## config.mk

```make
export PLATFORM = sky130hd
export DESIGN_NAME = fdc_glue
export DESIGN_NICKNAME = d
export VERILOG_FILES = /design/src/rtl/fdc_glue_pkg.sv /design/src/rtl/fdc_port_decode.sv /design/src/rtl/fdc_ctrl_regs.sv /design/src/rtl/fdc_oneshot.sv /design/src/rtl/fdc_glue.sv
export SDC_FILE = /design/constraint.sdc
export NUM_CORES = 1
export LEC_CHECK = 0
export ABC_AREA = 1
export BUFFER_PORTS_ARGS = -buffer_cell sky130_fd_sc_hd__buf_2
export CORE_ASPECT_RATIO = 1.4
export CORE_MARGIN = 2
export CORE_UTILIZATION = 45
export CTS_BUF_LIST = sky130_fd_sc_hd__clkbuf_2 sky130_fd_sc_hd__clkbuf_4 sky130_fd_sc_hd__clkbuf_8
export DETAILED_ROUTE_END_ITERATION = 10
export GPL_TIMING_DRIVEN = 0
export PLACE_DENSITY = 0.76
export SLEW_MARGIN = 20
export SYNTH_ARGS = -nofsm -noshare
export SYNTH_HDL_FRONTEND = slang
export SYNTH_SLANG_ARGS = --single-unit
```

## constraint.sdc

```tcl
create_clock -name clk_i -period 2.3 [get_ports clk_i]
set_clock_uncertainty 0.2 [all_clocks]
set_input_delay 0.46 -clock clk_i [delete_from_list [all_inputs] [get_ports clk_i]]
set_output_delay 0.46 -clock clk_i [all_outputs]
set_load 0.01 [all_outputs]
```

## src/rtl/fdc_glue_pkg.sv

```systemverilog
package fdc_glue_pkg;
  localparam int AW     = 16;
  localparam int DW     = 8;
  localparam int N_GRP  = 2;
  localparam int GRP_BIT = 4;

  // index 0: high-density group (addr bit 4 = 1), index 1: double-density group
  localparam logic [AW-1:0] GRP_BASE [N_GRP] = '{16'h0090, 16'h00C8};
  localparam logic [AW-1:0] MODE_PORT = 16'h00BE;
  localparam logic [AW-1:0] OFS_SEL1  = 16'h0002;
  localparam logic [AW-1:0] OFS_CTL   = 16'h0004;

  // control bits
  localparam int CB_RST     = 7;
  localparam int CB_RDY     = 6;
  localparam int CB_RDY_EN  = 5;
  localparam int CB_TMR_IRQ = 2;
  localparam int CB_TMR_GO  = 0;
  // mode bits
  localparam int MB_SEL  = 0;
  localparam int MB_DENS = 1;

  localparam logic [DW-1:0] CTRL_RST  = 8'h80;
  localparam logic [1:0]    MODE_RST  = 2'b11;
  localparam logic [DW-1:0] STAT_HD   = 8'h44;
  localparam logic [DW-1:0] STAT_DD   = 8'h64;
  localparam logic [DW-1:0] DISK_BIT  = 8'h10;
  localparam logic [DW-1:0] MODE_FILL = 8'hF8;
  localparam logic [DW-1:0] RD_IDLE   = 8'hFF;

  typedef enum logic [1:0] {
    PK_NONE,
    PK_DATA,
    PK_CTRL,
    PK_MODE
  } port_kind_e;
endpackage

```

## src/rtl/fdc_port_decode.sv

```systemverilog
module fdc_port_decode
  import fdc_glue_pkg::*;
(
  input  logic [AW-1:0] addr_i,
  input  logic          mode_sel_i,
  output port_kind_e    kind_o,
  output logic          live_o,
  output logic          sel_o,
  output logic          cc_o
);
  logic [N_GRP-1:0] hit_dat;
  logic [N_GRP-1:0] hit_ctl;

  for (genvar g = 0; g < N_GRP; g++) begin : g_grp
    assign hit_dat[g] = (addr_i == GRP_BASE[g]) || (addr_i == GRP_BASE[g] + OFS_SEL1);
    assign hit_ctl[g] = (addr_i == GRP_BASE[g] + OFS_CTL);
  end

  always_comb begin
    kind_o = PK_NONE;
    if (|hit_dat)                kind_o = PK_DATA;
    else if (|hit_ctl)           kind_o = PK_CTRL;
    else if (addr_i == MODE_PORT) kind_o = PK_MODE;
  end

  assign live_o = (addr_i[GRP_BIT] == mode_sel_i);
  assign sel_o  = addr_i[1];
  assign cc_o   = hit_ctl[1];
endmodule

```

## src/rtl/fdc_ctrl_regs.sv

```systemverilog
module fdc_ctrl_regs
  import fdc_glue_pkg::*;
#(
  parameter int RST_CYC = 4,
  parameter int N_DRV   = 2
) (
  input  logic             clk_i,
  input  logic             rst_ni,
  input  logic             ctrl_we_i,
  input  logic             cc_i,
  input  logic             mode_we_i,
  input  logic [DW-1:0]    wdata_i,
  output logic [DW-1:0]    ctrl_o,
  output logic [1:0]       mode_o,
  output logic             ready_o,
  output logic             fdc_rst_o,
  output logic             tmr_start_o,
  output logic             tmr_arm_o,
  output logic [N_DRV-1:0] drive_hd_o
);
  localparam int RCW = $clog2(RST_CYC + 1);

  logic [DW-1:0]    ctrl_q;
  logic [1:0]       mode_q;
  logic             ready_q;
  logic [RCW-1:0]   rst_cnt_q;
  logic [N_DRV-1:0] drv_q;

  logic rst_trig, rdy_upd, dens_up, dens_dn;

  assign rst_trig = ctrl_we_i && !ctrl_q[CB_RST] && wdata_i[CB_RST];
  // writes to the double-density control port need bit 5 to touch ready
  assign rdy_upd  = ctrl_we_i && !(cc_i && !wdata_i[CB_RDY_EN]);
  assign dens_up  = mode_we_i && !mode_q[MB_DENS] &&  wdata_i[MB_DENS];
  assign dens_dn  = mode_we_i &&  mode_q[MB_DENS] && !wdata_i[MB_DENS];

  always_ff @(posedge clk_i or negedge rst_ni) begin
    if (!rst_ni) begin
      ctrl_q  <= CTRL_RST;
      mode_q  <= MODE_RST;
      ready_q <= 1'b0;
    end else begin
      if (ctrl_we_i) ctrl_q  <= wdata_i;
      if (mode_we_i) mode_q  <= wdata_i[1:0];
      if (rdy_upd)   ready_q <= wdata_i[CB_RDY];
    end
  end

  always_ff @(posedge clk_i or negedge rst_ni) begin
    if (!rst_ni)                 rst_cnt_q <= '0;
    else if (rst_trig)           rst_cnt_q <= RCW'(RST_CYC);
    else if (rst_cnt_q != '0)    rst_cnt_q <= rst_cnt_q - 1'b1;
  end

  for (genvar d = 0; d < N_DRV; d++) begin : g_drv
    always_ff @(posedge clk_i or negedge rst_ni) begin
      if (!rst_ni)      drv_q[d] <= 1'b1;
      else if (dens_up) drv_q[d] <= 1'b1;
      else if (dens_dn) drv_q[d] <= 1'b0;
    end
  end

  assign ctrl_o      = ctrl_q;
  assign mode_o      = mode_q;
  assign ready_o     = ready_q;
  assign fdc_rst_o   = (rst_cnt_q != '0);
  assign tmr_start_o = ctrl_we_i && wdata_i[CB_TMR_GO];
  assign tmr_arm_o   = ctrl_q[CB_TMR_IRQ];
  assign drive_hd_o  = drv_q;

  // control register moves only on an accepted control write
  assert_ctrl_hold_R3: assert property (@(posedge clk_i) disable iff (!rst_ni)
    !ctrl_we_i |=> $stable(ctrl_o));
  // a reset pulse only starts from a 0->1 write of bit 7
  assert_rst_rise_R4: assert property (@(posedge clk_i) disable iff (!rst_ni)
    $rose(fdc_rst_o) |-> $past(ctrl_we_i && wdata_i[CB_RST] && !ctrl_o[CB_RST]));
  // 0xCC write with bit 5 clear keeps ready
  assert_rdy_hold_R5: assert property (@(posedge clk_i) disable iff (!rst_ni)
    (ctrl_we_i && cc_i && !wdata_i[CB_RDY_EN]) |=> $stable(ready_o));
  // drive types follow the density bit through its edges
  assert_drv_track_R7: assert property (@(posedge clk_i) disable iff (!rst_ni)
    drive_hd_o == {N_DRV{mode_o[MB_DENS]}});
endmodule

```

## src/rtl/fdc_oneshot.sv

```systemverilog
module fdc_oneshot #(
  parameter int TICKS = 100
) (
  input  logic clk_i,
  input  logic rst_ni,
  input  logic start_i,
  input  logic arm_i,
  output logic pulse_o
);
  localparam int CW = $clog2(TICKS + 1);

  logic [CW-1:0] cnt_q;
  logic          pulse_q;

  always_ff @(posedge clk_i or negedge rst_ni) begin
    if (!rst_ni) begin
      cnt_q   <= '0;
      pulse_q <= 1'b0;
    end else begin
      if (start_i)             cnt_q <= CW'(TICKS);
      else if (cnt_q != '0)    cnt_q <= cnt_q - 1'b1;
      // a restart in the final cycle cancels this expiry
      pulse_q <= (cnt_q == CW'(1)) && !start_i && arm_i;
    end
  end

  assign pulse_o = pulse_q;

  // timer interrupt is a single-cycle pulse
  assert_tmr_single_R6: assert property (@(posedge clk_i) disable iff (!rst_ni)
    pulse_o |=> !pulse_o);
endmodule

```

## src/rtl/fdc_glue.sv

```systemverilog
module fdc_glue
  import fdc_glue_pkg::*;
#(
  parameter int CLK_KHZ  = 250000,
  parameter int TIMER_MS = 100,
  parameter int RST_CYC  = 4
) (
  input  logic          clk_i,
  input  logic          rst_ni,
  input  logic [AW-1:0] bus_addr_i,
  input  logic [DW-1:0] bus_wdata_i,
  input  logic          bus_wr_i,
  input  logic          bus_rd_i,
  output logic [DW-1:0] bus_rdata_o,
  output logic          fdc_sel_o,
  output logic          fdc_wr_o,
  output logic          fdc_rd_o,
  output logic [DW-1:0] fdc_wdata_o,
  input  logic [DW-1:0] fdc_rdata_i,
  output logic          fdc_reset_o,
  output logic          fdc_ready_o,
  output logic [1:0]    drive_hd_o,
  input  logic          fdc_irq_i,
  input  logic          fdc_drq_i,
  input  logic          disk_present_i,
  output logic          irq2_o,
  output logic          irq3_o,
  output logic          drq2_o,
  output logic          drq3_o
);
  localparam int TICKS = CLK_KHZ * TIMER_MS;
  localparam int N_DRV = 2;

  port_kind_e    kind;
  logic          live, sel, is_cc;
  logic [DW-1:0] ctrl_q;
  logic [1:0]    mode_q;
  logic          ctrl_we, mode_we;
  logic          tmr_start, tmr_arm, tmr_pulse;

  fdc_port_decode u_dec (
    .addr_i     (bus_addr_i),
    .mode_sel_i (mode_q[MB_SEL]),
    .kind_o     (kind),
    .live_o     (live),
    .sel_o      (sel),
    .cc_o       (is_cc)
  );

  assign ctrl_we = bus_wr_i && (kind == PK_CTRL) && live;
  assign mode_we = bus_wr_i && (kind == PK_MODE);

  fdc_ctrl_regs #(.RST_CYC(RST_CYC), .N_DRV(N_DRV)) u_regs (
    .clk_i       (clk_i),
    .rst_ni      (rst_ni),
    .ctrl_we_i   (ctrl_we),
    .cc_i        (is_cc),
    .mode_we_i   (mode_we),
    .wdata_i     (bus_wdata_i),
    .ctrl_o      (ctrl_q),
    .mode_o      (mode_q),
    .ready_o     (fdc_ready_o),
    .fdc_rst_o   (fdc_reset_o),
    .tmr_start_o (tmr_start),
    .tmr_arm_o   (tmr_arm),
    .drive_hd_o  (drive_hd_o)
  );

  fdc_oneshot #(.TICKS(TICKS)) u_tmr (
    .clk_i   (clk_i),
    .rst_ni  (rst_ni),
    .start_i (tmr_start),
    .arm_i   (tmr_arm),
    .pulse_o (tmr_pulse)
  );

  assign fdc_wr_o    = bus_wr_i && (kind == PK_DATA) && live;
  assign fdc_rd_o    = bus_rd_i && (kind == PK_DATA) && live;
  assign fdc_sel_o   = sel;
  assign fdc_wdata_o = bus_wdata_i;

  always_comb begin
    bus_rdata_o = RD_IDLE;
    unique case (kind)
      PK_DATA: if (live) bus_rdata_o = fdc_rdata_i;
      PK_CTRL: if (live) bus_rdata_o = is_cc ? (STAT_DD | (disk_present_i ? DISK_BIT : '0))
                                             : STAT_HD;
      PK_MODE: bus_rdata_o = MODE_FILL | {6'b0, mode_q};
      default: ;
    endcase
  end

  assign irq3_o = mode_q[MB_SEL] && fdc_irq_i;
  assign irq2_o = (!mode_q[MB_SEL] && fdc_irq_i) || tmr_pulse;
  assign drq2_o = mode_q[MB_SEL] && fdc_drq_i;
  assign drq3_o = !mode_q[MB_SEL] && fdc_drq_i;

  // controller strobes only for the live group
  assert_fdc_gate_R1: assert property (@(posedge clk_i) disable iff (!rst_ni)
    (fdc_wr_o || fdc_rd_o) |-> (bus_addr_i[GRP_BIT] == mode_q[MB_SEL]));
  // inactive control port write leaves control state alone
  assert_inactive_ctrl_R3: assert property (@(posedge clk_i) disable iff (!rst_ni)
    (bus_wr_i && kind == PK_CTRL && !live) |=> ($stable(ctrl_q) && $stable(fdc_ready_o)));
  // DMA request reaches at most one channel
  assert_drq_excl_R10: assert property (@(posedge clk_i) disable iff (!rst_ni)
    !(drq2_o && drq3_o));
  // line 3 only in high-density mode
  assert_irq3_mode_R10: assert property (@(posedge clk_i) disable iff (!rst_ni)
    irq3_o |-> (mode_q[MB_SEL] && !drq3_o));
endmodule

```

== Word level (Yosys, flattened, before mapping) ==
Cells that the tools add are included.

* Register bits: 41
* Output and inout port bits: 27
* Word-level logic and storage cells: 74
* Input port bits: 39

* Muxes and demuxes: 14
* Equal/unequal tests: 12
* Reductions and logical operators: 39
* Add/subtract/negate cells: 2

{| class="wikitable"
|+ Operator list
! kind !! number
|-
| $eq A16 B8 Y1 const B || 7
|-
| $mux W25 || 2
|-
| $eq A25 B1 Y1 const B || 1
|-
| $reduce_bool A25 Y1 || 1
|-
| $sub A25 B1 Y25 const B || 1
|-
| $pmux W8 S3 || 1
|-
| $logic_and A1 B1 Y1 || 22
|-
| $mux W8 || 2
|-
| $logic_not A1 Y1 || 7
|-
| $mux W2 || 3
|-
| $mux W3 || 2
|-
| $mux W6 || 1
|-
| $reduce_bool A2 Y1 || 3
|-
| $mux W5 || 1
|-
| $eq A2 B2 Y1 const B || 2
|-
| $reduce_or A2 Y1 || 2
|-
| $logic_or A1 B1 Y1 || 3
|-
| $reduce_bool A3 Y1 || 1
|-
| $sub A3 B1 Y3 const B || 1
|-
| $eq A2 B1 Y1 const B || 1
|-
| $mux W1 || 2
|-
| $eq A1 B1 Y1 || 1
|}

== Longest topological paths before layout ==
Gate-level depths: netlist of run 1.

* Depth in word-level cells: 11
* Mapped depth: 11
* Depth with buffers taken out: 11

== By module ==
Synthesis of run 1 repeated with hierarchy kept, for this count alone.

* Cell total of the unflattened synthesis: 443
* Area, all modules: 2,937.8 um^2

{| class="wikitable"
|+ Modules (own cells, without submodules)
! module !! cells an instance !! seq. area each (um^2) !! instances !! area each (um^2)
|-
| fdc_oneshot || 254 || 650.6 || 1 || 1,722.9
|-
| fdc_ctrl_regs || 83 || 380.4 || 1 || 713.2
|-
| fdc_glue || 66 || 0.0 || 1 || 317.8
|-
| fdc_port_decode || 40 || 0.0 || 1 || 183.9
|}

== Worst setup path before layout of run 1 ==
OpenSTA, ideal clock, no wires.

* Path type: input-to-output
* Start: in bus_addr_i[9]
* End: out bus_rdata_o[4]
* Arrival: 1.318 ns
* Data required time: 1.640 ns
* Buffers on the path: 0
* Setup slack: 0.322 ns
* Stages on the path: 6
* Cell sequence: nor2_1 nand4_1 nor2_2 nand2_1 a21oi_1 nand3_1

* Cells in the longest elaborated chain, start to end: 6
* Elaborated cells between the ends (all ways): 20
* Classes of those cells: eq/ne: 10; mux: 6; reduce/logical: 4

{| class="wikitable"
|+ Ends and longest elaborated chain
! what !! line !! text
|-
| start, declared || fdc_glue.sv:10 || <nowiki>input logic [AW-1:0] bus_addr_i,</nowiki>
|-
| $eq A16 B8 Y1, on equally long branches || fdc_port_decode.sv:23, fdc_port_decode.sv:15, fdc_port_decode.sv:16 ||
|-
| $mux W2, or another cell as far along || fdc_port_decode.sv:23 || <nowiki>else if (addr_i == MODE_PORT) kind_o = PK_MODE;</nowiki>
|-
| $mux W2 or $reduce_or A2 Y1 (tied branches) || fdc_port_decode.sv:22, fdc_port_decode.sv:21 ||
|-
| $mux W2 || fdc_port_decode.sv:21 || <nowiki>if (|hit_dat) kind_o = PK_DATA;</nowiki>
|-
| $eq A2 B2 Y1 or $eq A2 B1 Y1 (tied branches) || fdc_glue.sv:84 || <nowiki>unique case (kind)</nowiki>
|-
| $pmux W8 S3 (*) || fdc_glue.sv:84 ||
|-
| end, declared || fdc_glue.sv:14 || <nowiki>output logic [DW-1:0] bus_rdata_o,</nowiki>
|}

Every way passes the cells marked *; elsewhere a longest branch is shown, timed or not.

== Worst setup path in the final report of run 1 ==
* Start: reg u_regs.mode_q[0], in the netlist u_regs.mode_o[0]
* End: out bus_rdata_o[4]

* Cells in the longest elaborated chain, start to end: 3
* Elaborated cells between the ends (all ways): 4
* Classes of those cells: eq/ne: 1; mux: 3

{| class="wikitable"
|+ Ends and longest elaborated chain
! what !! line !! text
|-
| start, declared || fdc_ctrl_regs.sv:24 || <nowiki>logic [1:0] mode_q;</nowiki>
|-
| start signal, assigned || fdc_ctrl_regs.sv:44 || <nowiki>if (mode_we_i) mode_q <= wdata_i[1:0];</nowiki>
|-
| $eq A1 B1 Y1 (*) || fdc_port_decode.sv:26 || <nowiki>assign live_o = (addr_i[GRP_BIT] == mode_sel_i);</nowiki>
|-
| $mux W8, on equally long branches || fdc_glue.sv:86, fdc_glue.sv:85 ||
|-
| $pmux W8 S3 (*) || fdc_glue.sv:84 ||
|}

Marks and branches as above.

==> metrics, run 1 <==
outcome=finished, violations left; failing checks=setup timing; Max Used Layer=met4; Tot GR Track Use=a little over 20%; vias in the first global route=about 2700; wire per inst=about 13 µm; crit-path cells=inv_2 > nand2_2 > nand2_4 > or2_4 > nand3_2 > nand2_1 > inv_1 > nand3_1 > buf_2; Post-DRT Antenna Nets=0; CTS Sinks=35; Synth Cell Area=about 0.0027 mm²; drt first pass iters=4; Antenna Cells=0; Critical Path Fanout Max=7; Synth Instances=approximately 420; fin crit share=102%; first-pass GRT wire length=about 11000 µm; commonest cells in the synthesized netlist=nand2_1 (109), inv_1 (77), nor2_1 (59); die area=approximately 0.0067 mm²; htree depth=2; setup TNS=-79.4 ps; initial drt markers=~140; pre-CTS WS=-71.1 ps; min Tclk post-route=about 2300 ps; Hold Violations, Final=0; f_max=0.428 GHz; max_cap viols=0; row cnt=33; final setup fails=3; Startpoint Class=flip-flop; post-synthesis sequential area ratio=32.5%; pwr dens=~460 mW/mm²; gr ovfl total=0; I/O pin total=66; DR vias=2918; Final nets=~540; Leak=between 1.5 and 2 nW; Critical Path Max Stage Delay=between 500 and 600 ps; most frequent cell after synthesis=nand2_1; number of port buffers=63; Netlist cell types=34; Die X=69.6 µm; WL met2=slightly above 4000 µm; Worst path slowest cell=dfstp_2; clk_lat worst skew=290 ps; Core Box Area=between 0.005 and 0.006 mm²; Final Routed Wirelength=just over 7000 µm; yosys warns=0; Synth area leaders=dfrtp_1 (29%), nand2_1 (15%), inv_1 (11%), nor2_1 (8.2%), nand3_1 (6.6%); Net Count, Synth=460; Post-synth EDFFs=0; largest net degree at the start of global routing=36; Starting Density=about 47%; clk buf depth=2; Avg Synthesized Cell Area=~6.5 µm²; antenna violations before repair=0; share of cells above drive strength 1=just under 30%; CTS Buf Count=5; Die Span Y=around 96 µm; #FFs+latches synth=35; Tot Pwr=between 0.0015 and 0.002 W; main flop type after synthesis=dfrtp_1; TritonCTS clock tree=done; Final Core Density=between 50% and 60%; final-report max-slew violation count=0; setup ws final=-38.5 ps; metal3 WL=about 420 µm; Synth-to-Final Area Change=27.6%; clock transition at the registers of the reported paths=70 ps; FFs w/ async S/R, synth=100%; Rel. slew slack=~48%; Placed Area=slightly above 0.003 mm²; critical path type=reg -> out; Clock Root Buffer=clkbuf_8; Residual DRC=0; top-area cell type share of the netlist area=28.6%; crit-path leading delay family=simple AND/OR/NAND/NOR gates; cts hold-fix bufs=0; Critical Path RT=~1600 ps; RSZ-0062 raised after global routing=true; cell area after layout=roughly 0.0035 mm²; HP Class=in -> async; GP Congestion=0.879; hpwl dp=~5200 µm; CP Capture Type=output pin; worst-margin pin slew=roughly 800 ps; WP buf/inv=3; crit path DAT=between 1500 and 2000 ps; VDD IR-drop max=between 0.0003 and 0.0004 V; M1 WL=between 2000 and 3000 µm; average vias per placed instance=slightly above 5; Yosys top cell by area=dfrtp_1
## path summary, 6_finish.rpt
| path | startpoint | endpoint | slack, ps | depth (start not counted) |
|---|---|---|---|---|
| worst max-delay path | u_regs.mode_o[0]$_DFFE_PN1P_ | bus_rdata_o[4] | -40 | 9 |
| worst min-delay path | rst_ni | u_tmr.cnt_q[13]$_DFFE_PN0P_ | 50 | 1 |
| worst max register to register | u_tmr.cnt_q[0]$_DFFE_PN0P_ | u_tmr.cnt_q[6]$_DFFE_PN0P_ | 260 | 10 |
| worst min register to register | u_regs.ctrl_o[7]$_DFFE_PN1N_ | u_regs.ctrl_o[7]$_DFFE_PN1N_ | 280 | 2 |
| max in group asynchronous | rst_ni | u_regs.ready_o$_DFFE_PN0P_ | 1360 | 1 |
| min in group clk_i | bus_wdata_i[1] | u_regs.mode_o[1]$_DFFE_PN1P_ | 200 | 3 |
## flip-flops by register name, summed over array words and instances, names as in the netlist
name	count
u_regs.ready_o	1
u_regs.rst_cnt_q	3
u_regs.drive_hd_o	1
u_regs.ctrl_o	2
u_tmr.cnt_q	25
u_regs.mode_o	2
u_tmr.pulse_o	1
## worst register-to-register path: cells and delay by family, from the launching register on
kind | cells | cell delay (ps)
AO/OA/AOI/OAI | 1 | 80
AND/OR/NAND/NOR | 5 | 530
adder cells (fa/ha/maj) | 1 | 320
buffers and inverters | 3 | 360
flip-flops | 1 | 430
## layer usage
metal	GRT usage [%]	vias to the layer above
met5	0	-
met3	3.98	10
met1	21.3	1353
met2	40.9	101
li1	-	1454
met4	8.99	0
## cell usage in the layout, fill, tap and decap left out, drive strengths merged, types with 5 or more instances in the layout
master  synthesis  routed
dfrtp          31      31
a21oi           6       6
nor3            7       7
nand2         115     115
or2             5       5
xor2            5       5
clkbuf          0       6
inv            79      79
nand4          15      15
nor2           71      71
nand3          37      37
o21ai          16      16
buf            12      87
## timing repair
action / in CTS / in global routing
pin swaps: 3 / 13
resized for setup: 4 / 31
endpoints found under the setup margin: 7 / 10
setup buffers: 6 / 6
## through the flow
| step | instances | hold WS [ps] |
|---|---|---|
| 2_1_floorplan | 417 | -35.6 |
| 3_3_place_gp | 550 | 260 |
| 3_5_place_dp | 550 | 272 |
| 4_1_cts | 564 | 71.3 |
| 5_1_grt | 570 | 107 |
| 6_report | 570 | 46.8 |
## where the power goes
group	internal [W]	leakage [nW]	switching [W]
Sequential	0.000663	0.381	0.0000355
Clock	0.000351	0.0612	0.000224
Combinational	0.000138	1.48	0.000180
## logic make-up after synthesis
| logic type | Yosys count | synth area share, % |
|---|---|---|
| adder cells (fa/ha/maj) | 4 | 1.85 |
| buffers and inverters | 91 | 14.6 |
| XOR/XNOR | 5 | 1.62 |
| AND/OR/NAND/NOR | 252 | 43.0 |
| flip-flops | 35 | 32.5 |
| AO/OA/AOI/OAI | 30 | 6.37 |
## final cells by class
| type | instances | area, µm² |
|---|---|---|
| Fill cell | 530 | 2360 |
| Clock inverter | 2 | 35.0 |
| Multi-Input combinational cell | 291 | 1530 |
| Clock buffer | 6 | 82.6 |
| Timing Repair Buffer | 75 | 443 |
| Sequential cell | 35 | 881 |
| Tap cell | 70 | 87.6 |
| Buffer | 12 | 97.6 |
| Inverter | 79 | 299 |
Note: power is estimated with default switching activity, not from simulation.
==> inputs of run 2 (changes only) <==
- PLACE_DENSITY: 0.76 -> 0.75
- SYNTH_HIERARCHICAL: default -> 1
==> run 2 against run 1 <==
Largest cell class unchanged; area after synthesis about the same; the run still ends with setup timing left; worst setup slack worse by 42 ps; final cell count up 1.2%; power down 18%; highest routed layer unchanged.
==> metrics, run 2 <==
drt first pass iters=4; Clock Root Buffer=clkbuf_8; max FFs per register=25; I/O pin total=66; average vias per placed instance=around 5; vias in the first global route=between 2000 and 3000; commonest cells after routing, fill and taps aside=nand2_1 (94), nor2_1 (63), inv_1 (57), buf_2 (54); wire per inst=between 10 and 15 µm; Leak=about 1.9 nW; share of cells above drive strength 1=36.3%; internal power=0.000968 W; final setup fails=8; Rel. slew slack=about 47%; Die Span Y=between 90 and 100 µm; Final Core Density=between 60% and 70%; Final Routed Wirelength=between 7000 and 8000 µm; crit path DAT=1720 ps; sw frac=26.1%; CTS Buf Count=5; final-report max-slew violation count=0; antenna violations before repair=0; Startpoint Class=input port; Flop pwr share=between 40 and 50%; Critical Path RT=~1600 ps; HP Class=in -> async; failing checks=setup timing; clock transition at the registers of the reported paths=~80 ps; Synth Instances=420; CP Capture Type=output pin; first-pass GRT wire length=11500 µm; TritonCTS clock tree=done; outcome=finished, violations left; yosys warns=6; fin crit share=104%; Starting Density=about 47%; Comb power frac=14.7%; Synth Cell Area=approximately 0.0027 mm²; Psw=0.000341 W; htree depth=2; setup TNS=-316 ps; clk buf depth=2; GP Congestion=0.861; setup ws final=-80.9 ps; final non-filler cell total=about 580; Clk pwr share=a little over a third; Residual DRC=0; min Tclk post-route=2380 ps; number of port buffers=63; leading registers by flop count=u_tmr/cnt_q x25, u_regs/rst_cnt_q x3; die area=approximately 0.0067 mm²; Core Box Area=between 0.005 and 0.006 mm²; pwr dens=between 300 and 400 mW/mm²; initial drt markers=about 150; commonest non-fill, non-tap cell in the layout=nand2_1; Critical Path Fanout Max=5; Placed Area=0.00318 mm²; DP Cell Count=approximately 550; Avg Synthesized Cell Area=around 6.4 µm²; Tot GR Track Use=21.4%; Post-DRT Antenna Nets=0; worst-margin pin slew=approximately 800 ps; f_max=around 0.42 GHz; hpwl dp=slightly below 5000 µm; DR vias=around 2900; most flop-heavy register=u_tmr/cnt_q; filler cell count=just under 500; CTS Sinks=35; Antenna Cells=0; largest net degree at the start of global routing=36; cts hold-fix bufs=0; clk_lat worst skew=around 300 ps; critical path type=in -> out; row cnt=33; Synth-to-Final Area Change=35.2%; Die X=69.6 µm; Final nets=550; RSZ-0062 raised after global routing=true; Tot Pwr=between 0.001 and 0.0015 W; VDD IR-drop max=0.000195 V; Hold Violations, Final=0; gr ovfl total=0; Net Count, Synth=between 400 and 500; max_cap viols=0; cell area after layout=around 0.0037 mm²
==> run 2: final cells by class <==
class / instances / area, µm² / share of cell area, %
clock buffers: 8 / 91.3 / 2.49
multi-input cells: 296 / 1610 / 43.9
well taps: 70 / 87.6 / 2.39
inverters: 74 / 308 / 8.40
flip-flops and latches: 35 / 881 / 24.0
repair buffers: 80 / 554 / 15.1
plain buffers: 14 / 133 / 3.62
==> run 2: critical path: stages <==
cell and delay (ps):
buf_2 150, nand4_1 170, nor2_4 150, nor2_2 60, nor2_4 170, inv_4 80, nor2_4 120, nand2_2 80
nand2_2 90, nand2_2 60, buf_6 120
==> run 2: stage by stage <==
| step | setup slack, ps | hold WS (ps) |
|---|---|---|
| floorplan | -31.9 | -35.6 |
| global placement | -412 | 252 |
| detailed placement | -481 | 261 |
| CTS | -9.88 | 82.9 |
| global route | -154 | 120 |
| finish | -80.9 | 41.6 |
==> run 2: path summary, 6_finish.rpt <==
path / startpoint / slack [ps] / cells past startpoint / end
hold / removal: rst_ni / 40 / 1 / u_tmr/cnt_q[18]$_DFFE_PN0P_
setup / recovery: bus_addr_i[5] / -80 / 11 / bus_rdata_o[1]
min in group clk_i: bus_wdata_i[7] / 190 / 3 / u_regs/ctrl_o[7]$_DFFE_PN1P_
max in group asynchronous: rst_ni / 1340 / 1 / u_tmr/cnt_q[8]$_DFFE_PN0P_
hold reg to reg: u_regs/ready_o$_DFFE_PN0P_ / 270 / 2 / u_regs/ready_o$_DFFE_PN0P_
setup reg to reg: u_regs/mode_o[0]$_DFFE_PN1P_ / 370 / 10 / u_tmr/cnt_q[9]$_DFFE_PN0P_
==> run 2: layer usage <==
layer	up-vias	routed length, µm	GRT usage [%]
li1	1460	-	-
met1	1328	2720	22.3
met2	92	3840	41.9
met3	16	301	2.30
met4	0	208	11.3
met5	-	0	0
==> run 2: what timing repair did <==
item / CTS / global route
pin swaps: 24 / 14
setup buffers: 11 / 5
endpoints found under the hold margin: 0 / 0
resized for setup: 35 / 30
gates cloned: 0 / 1
endpoints found under the setup margin: 29 / 32
==> run 2: power groups by stage <==
stage                     Combinational [W]  Clock (W)  Sequential (W)
after global placement             0.000164          0        0.000654
after detailed placement           0.000167          0        0.000655
after floorplan                   0.0000930          0        0.000652
after global routing               0.000218   0.000498        0.000645
after CTS                          0.000186   0.000487        0.000643
final                              0.000192   0.000473        0.000644
